## src/rtl/jsm_pkg.sv

```systemverilog
package jsm_pkg;
    typedef enum logic [1:0] {
        OP_PRST = 2'd0,
        OP_IR   = 2'd1,
        OP_DRS  = 2'd2,
        OP_DRL  = 2'd3
    } op_e;

    typedef enum logic [2:0] {
        S_IDLE, S_NAV, S_SHIFT, S_EXIT, S_PRST, S_FUSE
    } st_e;
endpackage

```

## src/rtl/jsm_tick_gen.sv

```systemverilog
module jsm_tick_gen #(
    parameter int HALF = 4
) (
    input  logic clk,
    input  logic rst,
    input  logic run,
    output logic tick
);
    localparam int CW = (HALF > 1) ? $clog2(HALF) : 1;

    logic [CW-1:0] cnt_d, cnt_q;

    assign tick = run && (cnt_q == CW'(HALF - 1));

    always_comb begin
        if (!run || tick) cnt_d = '0;
        else              cnt_d = cnt_q + CW'(1);
    end

    always_ff @(posedge clk) begin
        if (rst) cnt_q <= '0;
        else     cnt_q <= cnt_d;
    end

    generate
        if (HALF > 1) begin : g_spacing

            tick_spacing_chk: assert property (@(posedge clk) disable iff (rst)
                tick |=> !tick);
        end
    endgenerate
endmodule

```

## src/rtl/jsm_reorder.sv

```systemverilog
module jsm_reorder #(
    parameter int W   = 20,
    parameter int ROT = 4
) (
    input  logic [W-1:0] raw,
    input  logic         rot_en,
    output logic [W-1:0] out
);
    generate
        if (ROT > 0 && ROT < W) begin : g_rot
            assign out = rot_en ? {raw[ROT-1:0], raw[W-1:ROT]} : raw;
        end else begin : g_pass
            assign out = raw;
        end
    endgenerate
endmodule

```

## src/rtl/jtag_scan_master.sv

```systemverilog
module jtag_scan_master #(
    parameter int TCK_HALF  = 4,
    parameter int FUSE_HOLD = 1000,
    parameter int IR_BITS   = 8,
    parameter int DR_SHORT  = 16,
    parameter int DR_LONG   = 20,
    parameter int ROT       = 4
) (
    input  logic                 clk,
    input  logic                 rst,
    input  logic                 req_valid,
    input  logic [1:0]           req_op,
    input  logic [DR_LONG-1:0]   req_data,
    output logic                 busy,
    output logic                 done,
    output logic [DR_LONG-1:0]   rsp_data,
    output logic                 tck,
    output logic                 tms,
    output logic                 tdi,
    input  logic                 tdo
);
    import jsm_pkg::*;

    localparam int DW = DR_LONG;
    localparam int SW = $clog2(DW + 1);
    localparam int FW = $clog2(FUSE_HOLD + 1);
    localparam int RST_CYC = 6;

    typedef struct packed {
        st_e           st;
        op_e           op;
        logic          ph;
        logic          tms;
        logic          tdi;
        logic [SW-1:0] step;
        logic [DW-1:0] sh;
        logic [1:0]    fsub;
        logic [FW-1:0] fcnt;
        logic          done;
        logic [DW-1:0] rsp;
    } regs_t;

    regs_t q, n;

    function automatic logic [SW-1:0] len_of(op_e o);
        case (o)
            OP_IR:   len_of = SW'(IR_BITS);
            OP_DRS:  len_of = SW'(DR_SHORT);
            default: len_of = SW'(DR_LONG);
        endcase
    endfunction

    function automatic logic [DW-1:0] mask_of(op_e o);
        mask_of = (DW'(1) << len_of(o)) - DW'(1);
    endfunction

    logic          run, tick;
    logic [SW-1:0] msb_i;
    logic [SW-1:0] nav_last;
    logic [DW-1:0] shifted, masked, reo;
    op_e           req_op_e;

    assign req_op_e = op_e'(req_op);
    assign run      = (q.st == S_NAV) || (q.st == S_SHIFT) ||
                      (q.st == S_EXIT) || (q.st == S_PRST);
    assign msb_i    = len_of(q.op) - SW'(1);
    assign nav_last = (q.op == OP_IR) ? SW'(3) : SW'(2);
    assign shifted  = {q.sh[DW-2:0], tdo};
    assign masked   = q.sh & mask_of(q.op);

    jsm_tick_gen #(.HALF(TCK_HALF)) i_tick (
        .clk (clk),
        .rst (rst),
        .run (run),
        .tick(tick)
    );

    jsm_reorder #(.W(DW), .ROT(ROT)) i_reo (
        .raw   (masked),
        .rot_en(q.op == OP_DRL),
        .out   (reo)
    );

    always_comb begin
        n      = q;
        n.done = 1'b0;
        case (q.st)
            S_IDLE: begin
                n.ph = 1'b0;
                if (req_valid) begin
                    n.op   = req_op_e;
                    n.step = '0;
                    n.tms  = 1'b1;
                    n.tdi  = 1'b1;
                    n.sh   = req_data & mask_of(req_op_e);
                    n.st   = (req_op_e == OP_PRST) ? S_PRST : S_NAV;
                end
            end
            S_FUSE: begin
                if (q.fcnt == FW'(FUSE_HOLD - 1)) begin
                    n.fcnt = '0;
                    if (q.fsub == 2'd3) begin
                        n.tms  = 1'b1;
                        n.done = 1'b1;
                        n.rsp  = '0;
                        n.st   = S_IDLE;
                    end else begin
                        n.fsub = q.fsub + 2'd1;
                        n.tms  = q.fsub[0];
                    end
                end else begin
                    n.fcnt = q.fcnt + FW'(1);
                end
            end
            default: begin
                if (tick && !q.ph) begin
                    n.ph = 1'b1;
                end else if (tick) begin
                    n.ph = 1'b0;
                    case (q.st)
                        S_NAV: begin
                            if (q.step == nav_last) begin
                                n.st   = S_SHIFT;
                                n.step = '0;
                                n.tms  = 1'b0;
                                n.tdi  = q.sh[msb_i];
                            end else begin
                                n.step = q.step + SW'(1);
                                n.tms  = (q.op == OP_IR) && (q.step == '0);
                            end
                        end
                        S_SHIFT: begin
                            n.sh = shifted;
                            if (q.step == msb_i) begin
                                n.st  = S_EXIT;
                                n.tms = 1'b0;
                            end else begin
                                n.step = q.step + SW'(1);
                                n.tdi  = shifted[msb_i];
                                n.tms  = (q.step + SW'(1)) == msb_i;
                            end
                        end
                        S_EXIT: begin
                            n.rsp  = reo;
                            n.done = 1'b1;
                            n.st   = S_IDLE;
                        end
                        S_PRST: begin
                            if (q.step == SW'(RST_CYC - 1)) begin
                                n.st   = S_FUSE;
                                n.fsub = 2'd0;
                                n.fcnt = '0;
                                n.tms  = 1'b1;
                            end else begin
                                n.step = q.step + SW'(1);
                                n.tms  = (q.step + SW'(1)) != SW'(RST_CYC - 1);
                                n.tdi  = 1'b1;
                            end
                        end
                        default: n.st = S_IDLE;
                    endcase
                end
            end
        endcase
    end

    always_ff @(posedge clk) begin
        if (rst) begin
            q     <= '0;
            q.st  <= S_IDLE;
            q.op  <= OP_PRST;
            q.tms <= 1'b1;
            q.tdi <= 1'b1;
        end else begin
            q <= n;
        end
    end

    assign busy     = (q.st != S_IDLE);
    assign done     = q.done;
    assign rsp_data = q.rsp;
    assign tck      = q.ph;
    assign tms      = q.tms;
    assign tdi      = q.tdi;


    tck_idle_chk: assert property (@(posedge clk) disable iff (rst)
        !busy |-> !tck);

    tck_on_tick_chk: assert property (@(posedge clk) disable iff (rst)
        !$stable(tck) |-> $past(tick));

    done_pulse_chk: assert property (@(posedge clk) disable iff (rst)
        done |=> !done);

    done_idle_chk: assert property (@(posedge clk) disable iff (rst)
        done |-> !busy);

    fuse_quiet_chk: assert property (@(posedge clk) disable iff (rst)
        (q.st == S_FUSE) |-> !tck);

    busy_ignore_chk: assert property (@(posedge clk) disable iff (rst)
        (busy && req_valid) |=> $stable(q.op));

    shift_tms_chk: assert property (@(posedge clk) disable iff (rst)
        (q.st == S_SHIFT && q.step != msb_i) |-> !tms);
endmodule

```

## config.mk

```make
export PLATFORM = sky130hd
export DESIGN_NAME = jtag_scan_master
export DESIGN_NICKNAME = d
export VERILOG_FILES = /design/src/rtl/jsm_pkg.sv /design/src/rtl/jsm_tick_gen.sv /design/src/rtl/jsm_reorder.sv /design/src/rtl/jtag_scan_master.sv
export SDC_FILE = /design/constraint.sdc
export NUM_CORES = 1
export LEC_CHECK = 0
export BUFFER_PORTS_ARGS = -buffer_cell sky130_fd_sc_hd__buf_4
export CAP_MARGIN = 0
export CORE_ASPECT_RATIO = 1.4
export CORE_MARGIN = 4
export CORE_UTILIZATION = 30
export CTS_BUF_LIST = sky130_fd_sc_hd__clkbuf_4
export DETAILED_ROUTE_END_ITERATION = 12
export HOLD_SLACK_MARGIN = 0.03
export PLACE_DENSITY_LB_ADDON = 0.08
export SLEW_MARGIN = 20
export SYNTH_ARGS = -nofsm -noshare
export SYNTH_HDL_FRONTEND = slang
export SYNTH_SLANG_ARGS = --single-unit
```

## constraint.sdc

```tcl
create_clock -name clk -period 4.5 [get_ports clk]
set_clock_uncertainty 0.05 [all_clocks]
set_input_delay 0.45 -clock clk [delete_from_list [all_inputs] [get_ports clk]]
set_output_delay 0.45 -clock clk [all_outputs]
set_load 0.05 [all_outputs]
```

==> impl_metrics.csv, run 1 <==
group,metric,value,unit
sta,finalHoldViolCount,0,
cells_and_area,flow.area_growth_from_synthesis,10.4,%
global_route,global_route_usage_over_all_layers,15.8,%
pwr,power.static_leakage,1.57,nW
synthesis,most_used_standard_cells_in_the_synthesized_netlist,"sky130_fd_sc_hd__nor2_1, sky130_fd_sc_hd__dfxtp_1, sky130_fd_sc_hd__a21oi_1",
floorplan,initial_utilization,30.6,%
worst_setup_path,required,4790,ps
job,max_cap_viol_count,0,
clock_network,clk_pin_slew_worst_paths,120,ps
clock_network,depth_of_the_cts_h_tree,3,
worst_setup_path,setup.worst_path.start_class,"flip-flop",
clock_network,cts_hold_repair.buffers,0,
worst_setup_path,crit_fanout,23,
synthesis,yosysWarnings,0,
floorplan,core-area,13400,um^2
floorplan,ios,51,
worst_setup_path,setup.worst_path.end_class,"flip-flop",
pwr,power.internal,1.11,mW
synthesis,synth.avg_cell_area,8.12,um^2
synthesis,netlist_area,4100,um^2
placed_design,detailedPlace.worstSlack,1490,ps
global_route,pin_count_of_the_biggest_net_entering_global_routing,69,
synthesis,synth_nets,547,
synthesis,synth_seq_cells,68,
clock_network,cts_tree,"yes",
placed_design,post_dp_cell_area,4400,um^2
route,vias,3634,
pwr,clkPwrFrac,17.7,%
clock_network,post_cts.repair.setup_buffers,0,
sta,layout_setup_ws,1480,ps
sta,tightest_slew,1030,ps
global_route,grt_remaining_overflow,0,
synthesis,synthDominantAreaCellType,"sky130_fd_sc_hd__dfxtp_1",
floorplan,die_extent_in_y,146,um
pwr,fin_total_pwr,2.00,mW
cells_and_area,finish.net_count,553,
global_route,number_of_antenna_violations_at_the_first_check_in_global_routing,1,
synthesis,synth_enable_flop_cells,0,
synthesis,ys.flop_type,"sky130_fd_sc_hd__dfxtp_1",
sta,fmaxAchievable,331,MHz
synthesis,yosys.cell_types.count,59,
pwr,ir_worst_vdd,0.180,mV
worst_setup_path,cp.arrival,3310,ps
synthesis,seq_total_area_yosys,33.2,%
pwr,total_power_per_unit_cell_area,443,nW/um^2
sta,min_period_over_period,67.2,%
sta,setup_viol_count_final,0,
route,drc,0,
cells_and_area,drive_above_1_share,15.9,%
synthesis,fraction_of_synthesized_cell_area_taken_by_the_top_area_cell_type,33.2,%
synthesis,async_flop_share,0,%
cells_and_area,post_layout_nonfiller_instances,699,
worst_setup_path,r2r_slack,1480,ps
clock_network,cts_sinks,68,
placed_design,placed_cells_incl_taps,682,
route,route.detailed.wl_per_inst,17.1,um
floorplan,die_w,107,um
synthesis,syn-instance-count,505,
clock_network,clkLatencyLatePin,420,ps
placed_design,gp_congestion,0.793,
route,detail_route.vias_per_cell,5.20,
min_path,min_path_type,"input pin to flip-flop",
sta,grt_setup_unrepaired,"no",
route,total_routed_length,11.9,mm
global_route,grt_first_pass_wirelength,19.4,mm
outcome,status,"finished, final reports clean",
floorplan,placementRows,50,
placed_design,dpl.hpwl,8.59,mm
floorplan,overall_die_area,15600,um^2
pwr,power.switching,0.899,mW
clock_network,cts_resized,0,
pwr,switching_share,44.8,%
route,drt_iter0_markers,168,
clock_network,cts_inserted_buffers,9,
route,detail-route-antenna-nets,0,
route,detail_route.first_pass.iterations,5,
sta,slew-limit-headroom,31.3,%
sta,finalCriticalPeriod,3020,ps
clock_network,clock_path_buffers,2,
global_route,grt_pass1_vias,3608,
placed_design,place.port_buffers,50,
worst_setup_path,setup.worst_path.class,"flip-flop to flip-flop",
cells_and_area,post-route-cell-area,4530,um^2
clock_network,cts-root-buf,"sky130_fd_sc_hd__clkbuf_4",
sta,setup_total_negative_slack,0,ps
synthesis,synthTopCellsByArea,"sky130_fd_sc_hd__dfxtp_1, sky130_fd_sc_hd__nor2_1, sky130_fd_sc_hd__ha_1",
pwr,seq_power_share,44.5,%
pwr,power_frac_comb,37.8,%
synthesis,post-synth-top-count-cell,"sky130_fd_sc_hd__nor2_1",
sta,final_max_slew_viol_count,0,
[cells in the final DEF (no fill, tap or decap), types with 5 or more instances in the layout]
cell	count
sky130_fd_sc_hd__a31oi_1	8
sky130_fd_sc_hd__nand2b_1	9
sky130_fd_sc_hd__a22oi_1	26
sky130_fd_sc_hd__a21oi_1	30
sky130_fd_sc_hd__buf_4	51
sky130_fd_sc_hd__nand2_1	23
sky130_fd_sc_hd__xnor2_1	11
sky130_fd_sc_hd__nor4_1	6
sky130_fd_sc_hd__nor2_1	70
sky130_fd_sc_hd__ha_1	16
sky130_fd_sc_hd__inv_1	14
sky130_fd_sc_hd__nor3b_1	11
sky130_fd_sc_hd__a211oi_1	24
sky130_fd_sc_hd__nand3_1	21
sky130_fd_sc_hd__o21ai_0	19
sky130_fd_sc_hd__dfxtp_1	68
sky130_fd_sc_hd__nand3b_1	10
sky130_fd_sc_hd__nor3_1	12
sky130_fd_sc_hd__mux2i_1	11
sky130_fd_sc_hd__or3_1	5
sky130_fd_sc_hd__clkbuf_4	11
[sequential cells by signal (all words and copies together) (netlist names)]
| name | cells |
|---|---|
| q | 42 |
| rsp_data | 20 |
| i_tick.cnt_q | 2 |
| done | 1 |
| tck | 1 |
| tdi | 1 |
| tms | 1 |
[critical path, stage by stage (launching register included)]
cell,delay (ps)
sky130_fd_sc_hd__dfxtp_1,820
sky130_fd_sc_hd__nor3_2,200
sky130_fd_sc_hd__inv_2,160
sky130_fd_sc_hd__and3_1,770
sky130_fd_sc_hd__o31a_4,320
sky130_fd_sc_hd__or4b_1,440
sky130_fd_sc_hd__a31oi_1,170
[final timing paths]
check | startpoint | to | cells past startpoint
max | q[63]$_SDFFE_PP0P_ | q[57]$_SDFFE_PP0P_ | 6
min | req_data[9] | q[42]$_SDFFE_PP0P_ | 3
max reg2reg | q[63]$_SDFFE_PP0P_ | q[57]$_SDFFE_PP0P_ | 6
min reg2reg | i_tick.cnt_q[0]$_SDFF_PP0_ | i_tick.cnt_q[0]$_SDFF_PP0_ | 1
[stage by stage]
stage	hold slack, ps	util [%]
after floorplan	355	-
after global placement	365	32.9
after detailed placement	378	32.9
after CTS	310	33.7
after global routing	333	33.8
final	347	33.8
[cell type report]
cell class	instances	area (um^2)
multi-input cells	365	2380
repair buffers	51	383
clock buffers	11	82.6
inverters	16	60.1
flip-flops and latches	68	1360
fillers	1469	8860
diodes	1	2.50
well taps	182	228
clock inverters	5	28.8
[metal layers]
metal,part of all wire (%),global-route usage (%)
met5,0,0
met4,1.6,5.57
met3,2.4,2.61
met2,56,29.8
met1,40,17.5
[cell families after synthesis]
group | synth area share, %
flip-flops | 33.2
XOR/XNOR | 2.56
multiplexers | 2.69
buffers and inverters | 9.22
AND/OR/NAND/NOR | 24.4
adder cells (fa/ha/maj) | 4.88
AO/OA/AOI/OAI | 23.0
[power groups by stage]
stage | clock network, mW | registers, mW | logic, mW
after detailed placement | 0 | 0.907 | 0.764
after CTS | 0.373 | 0.892 | 0.768
after global placement | 0 | 0.904 | 0.762
after global routing | 0.400 | 0.909 | 0.850
after floorplan | 0 | 0.816 | 0.610
final | 0.355 | 0.891 | 0.758
No activity file was read; power rests on OpenSTA's default activity.
==> run 2, diff against run 1 <==
==> constraint.sdc (replaced) <==
create_clock -name clk -period 2.9 [get_ports clk]
set_clock_uncertainty 0.05 [all_clocks]
set_input_delay 0.29 -clock clk [delete_from_list [all_inputs] [get_ports clk]]
set_output_delay 0.29 -clock clk [all_outputs]
set_load 0.05 [all_outputs]
==> impl_metrics.csv, run 2 (synthesis gave the netlist of run 1 again) <==
group,metric,value,unit
sta,setup_total_negative_slack,0,ps
clock_network,clkLatencyLatePin,430,ps
floorplan,die_extent_in_y,146,um
placed_design,dpl.hpwl,9.16,mm
sta,finalHoldViolCount,0,
pwr,fin_total_pwr,3.25,mW
floorplan,overall_die_area,15600,um^2
pwr,power.static_leakage,1.64,nW
route,total_routed_length,12.3,mm
worst_setup_path,crit_slowest_cell,"sky130_fd_sc_hd__ha_1",
placed_design,placed_cells_incl_taps,693,
pwr,total_power_per_unit_cell_area,701,nW/um^2
clock_network,post_cts.repair.setup_buffers,0,
cells_and_area,drive_above_1_share,17.8,%
sta,layout_setup_ws,389,ps
floorplan,initial_utilization,30.6,%
worst_setup_path,required,3180,ps
floorplan,ios,51,
clock_network,cts_sinks,68,
job,max_cap_viol_count,0,
worst_setup_path,setup.worst_path.end_class,"flip-flop",
clock_network,cts-root-buf,"sky130_fd_sc_hd__clkbuf_4",
global_route,grt_remaining_overflow,0,
global_route,global_route_usage_over_all_layers,16.0,%
clock_network,clk_pin_slew_worst_paths,130,ps
route,detail_route.first_pass.iterations,4,
min_path,min_path_type,"input pin to flip-flop",
placed_design,gp_congestion,0.832,
sta,min_period_over_period,86.6,%
sta,grt_setup_unrepaired,"no",
cells_and_area,final.fill_count,1496,
worst_setup_path,setup.worst_path.class,"flip-flop to flip-flop",
global_route,pin_count_of_the_biggest_net_entering_global_routing,44,
worst_setup_path,cp.arrival,2790,ps
outcome,status,"finished, final reports clean",
min_path,worst_hold_path.num_cells,3,
clock_network,cts_hold_repair.buffers,0,
global_route,grt_first_pass_wirelength,19.5,mm
sta,fmaxAchievable,398,MHz
route,route.detailed.wl_per_inst,17.3,um
clock_network,clock_path_buffers,2,
floorplan,placementRows,50,
worst_setup_path,setup.worst_path.start_class,"flip-flop",
global_route,grt_pass1_vias,3560,
placed_design,detailedPlace.worstSlack,401,ps
cells_and_area,finish.net_count,564,
pwr,ir_worst_vdd,0.283,mV
sta,tightest_slew,869,ps
route,vias,3681,
worst_setup_path,worstSetupPathDepth,7,
route,detail_route.vias_per_cell,5.18,
worst_setup_path,path_cells,"inv_1 > ha_1 > and3b_1 > o211ai_2 > a221oi_4 > a211oi_1 > o32ai_1",
sta,holdWs,178,ps
cells_and_area,post-route-cell-area,4640,um^2
floorplan,die_w,107,um
cells_and_area,largest_register_ff_count,42,
placed_design,post_dp_cell_area,4490,um^2
global_route,number_of_antenna_violations_at_the_first_check_in_global_routing,1,
route,drc,0,
sta,finalCriticalPeriod,2510,ps
cells_and_area,flow.area_growth_from_synthesis,13.1,%
worst_setup_path,critical_path.max_stage_delay,620,ps
floorplan,core-area,13400,um^2
cells_and_area,final_common_cell,"sky130_fd_sc_hd__nor2_1",
worst_setup_path,cpLargestDelayFamily,"compound AO/OA/AOI/OAI gates",
clock_network,cts_inserted_buffers,9,
clock_network,cts_resized,0,
cells_and_area,final_core_util,34.6,%
route,drt_iter0_markers,137,
sta,final_max_slew_viol_count,0,
clock_network,cts_tree,"yes",
worst_setup_path,rr_worst_depth,7,
placed_design,place.port_buffers,50,
cells_and_area,registers.top_by_ff_count,"q",
cells_and_area,post_layout_nonfiller_instances,710,
cells_and_area,layout_common_cells,"sky130_fd_sc_hd__nor2_1, sky130_fd_sc_hd__dfxtp_1, sky130_fd_sc_hd__buf_4",
worst_setup_path,critPathBufInv,1,
route,detail-route-antenna-nets,0,
sta,setup_viol_count_final,0,
worst_setup_path,crit_fanout,18,
sta,slew-limit-headroom,42.0,%
clock_network,depth_of_the_cts_h_tree,3,
==> run 2: final timing paths <==
kind,startpoint,end,slack [ps]
worst max register to register,q[61]$_SDFFE_PP0P_,q[56]$_SDFFE_PP0P_,390
worst min register to register,i_tick.cnt_q[0]$_SDFF_PP0_,i_tick.cnt_q[0]$_SDFF_PP0_,390
worst min-delay path,req_data[9],q[42]$_SDFFE_PP0P_,180
worst max-delay path,q[61]$_SDFFE_PP0P_,q[56]$_SDFFE_PP0P_,390
==> run 2: metal layers <==
metal  vias up  track usage, %  part of all wire, %  wire length (um)
met1      1748            16.8                   39              4750
li1       1857               -                    -                 -
met5         -               0                    0                 0
met2        56            30.5                   56              6840
met3        20            2.70                  2.3               287
met4         0            7.17                  3.3               406
==> run 2: worst min-delay path, delay by kind of cell <==
family,cells,cell delay (ps)
buf+inv,1,110
compound gates,2,230
==> run 2: power breakdown <==
| part | internal (mW) | switching, mW | total (mW) | leakage [nW] |
|---|---|---|---|---|
| combinational | 0.460 | 0.792 | 1.25 | 1.01 |
| clock | 0.272 | 0.375 | 0.648 | 0.0728 |
| sequential | 1.09 | 0.258 | 1.35 | 0.553 |
==> run 2: final cells by class <==
class	instances	area [um^2]	share of cell area [%]
Multi-Input combinational cell	365	2380	51.3
Clock buffer	10	75.1	1.62
Timing Repair Buffer	62	465	10.0
Tap cell	182	228	4.91
Sequential cell	68	1360	29.4
Inverter	16	60.1	1.30
Antenna cell	1	2.50	0.0540
Clock inverter	6	63.8	1.38
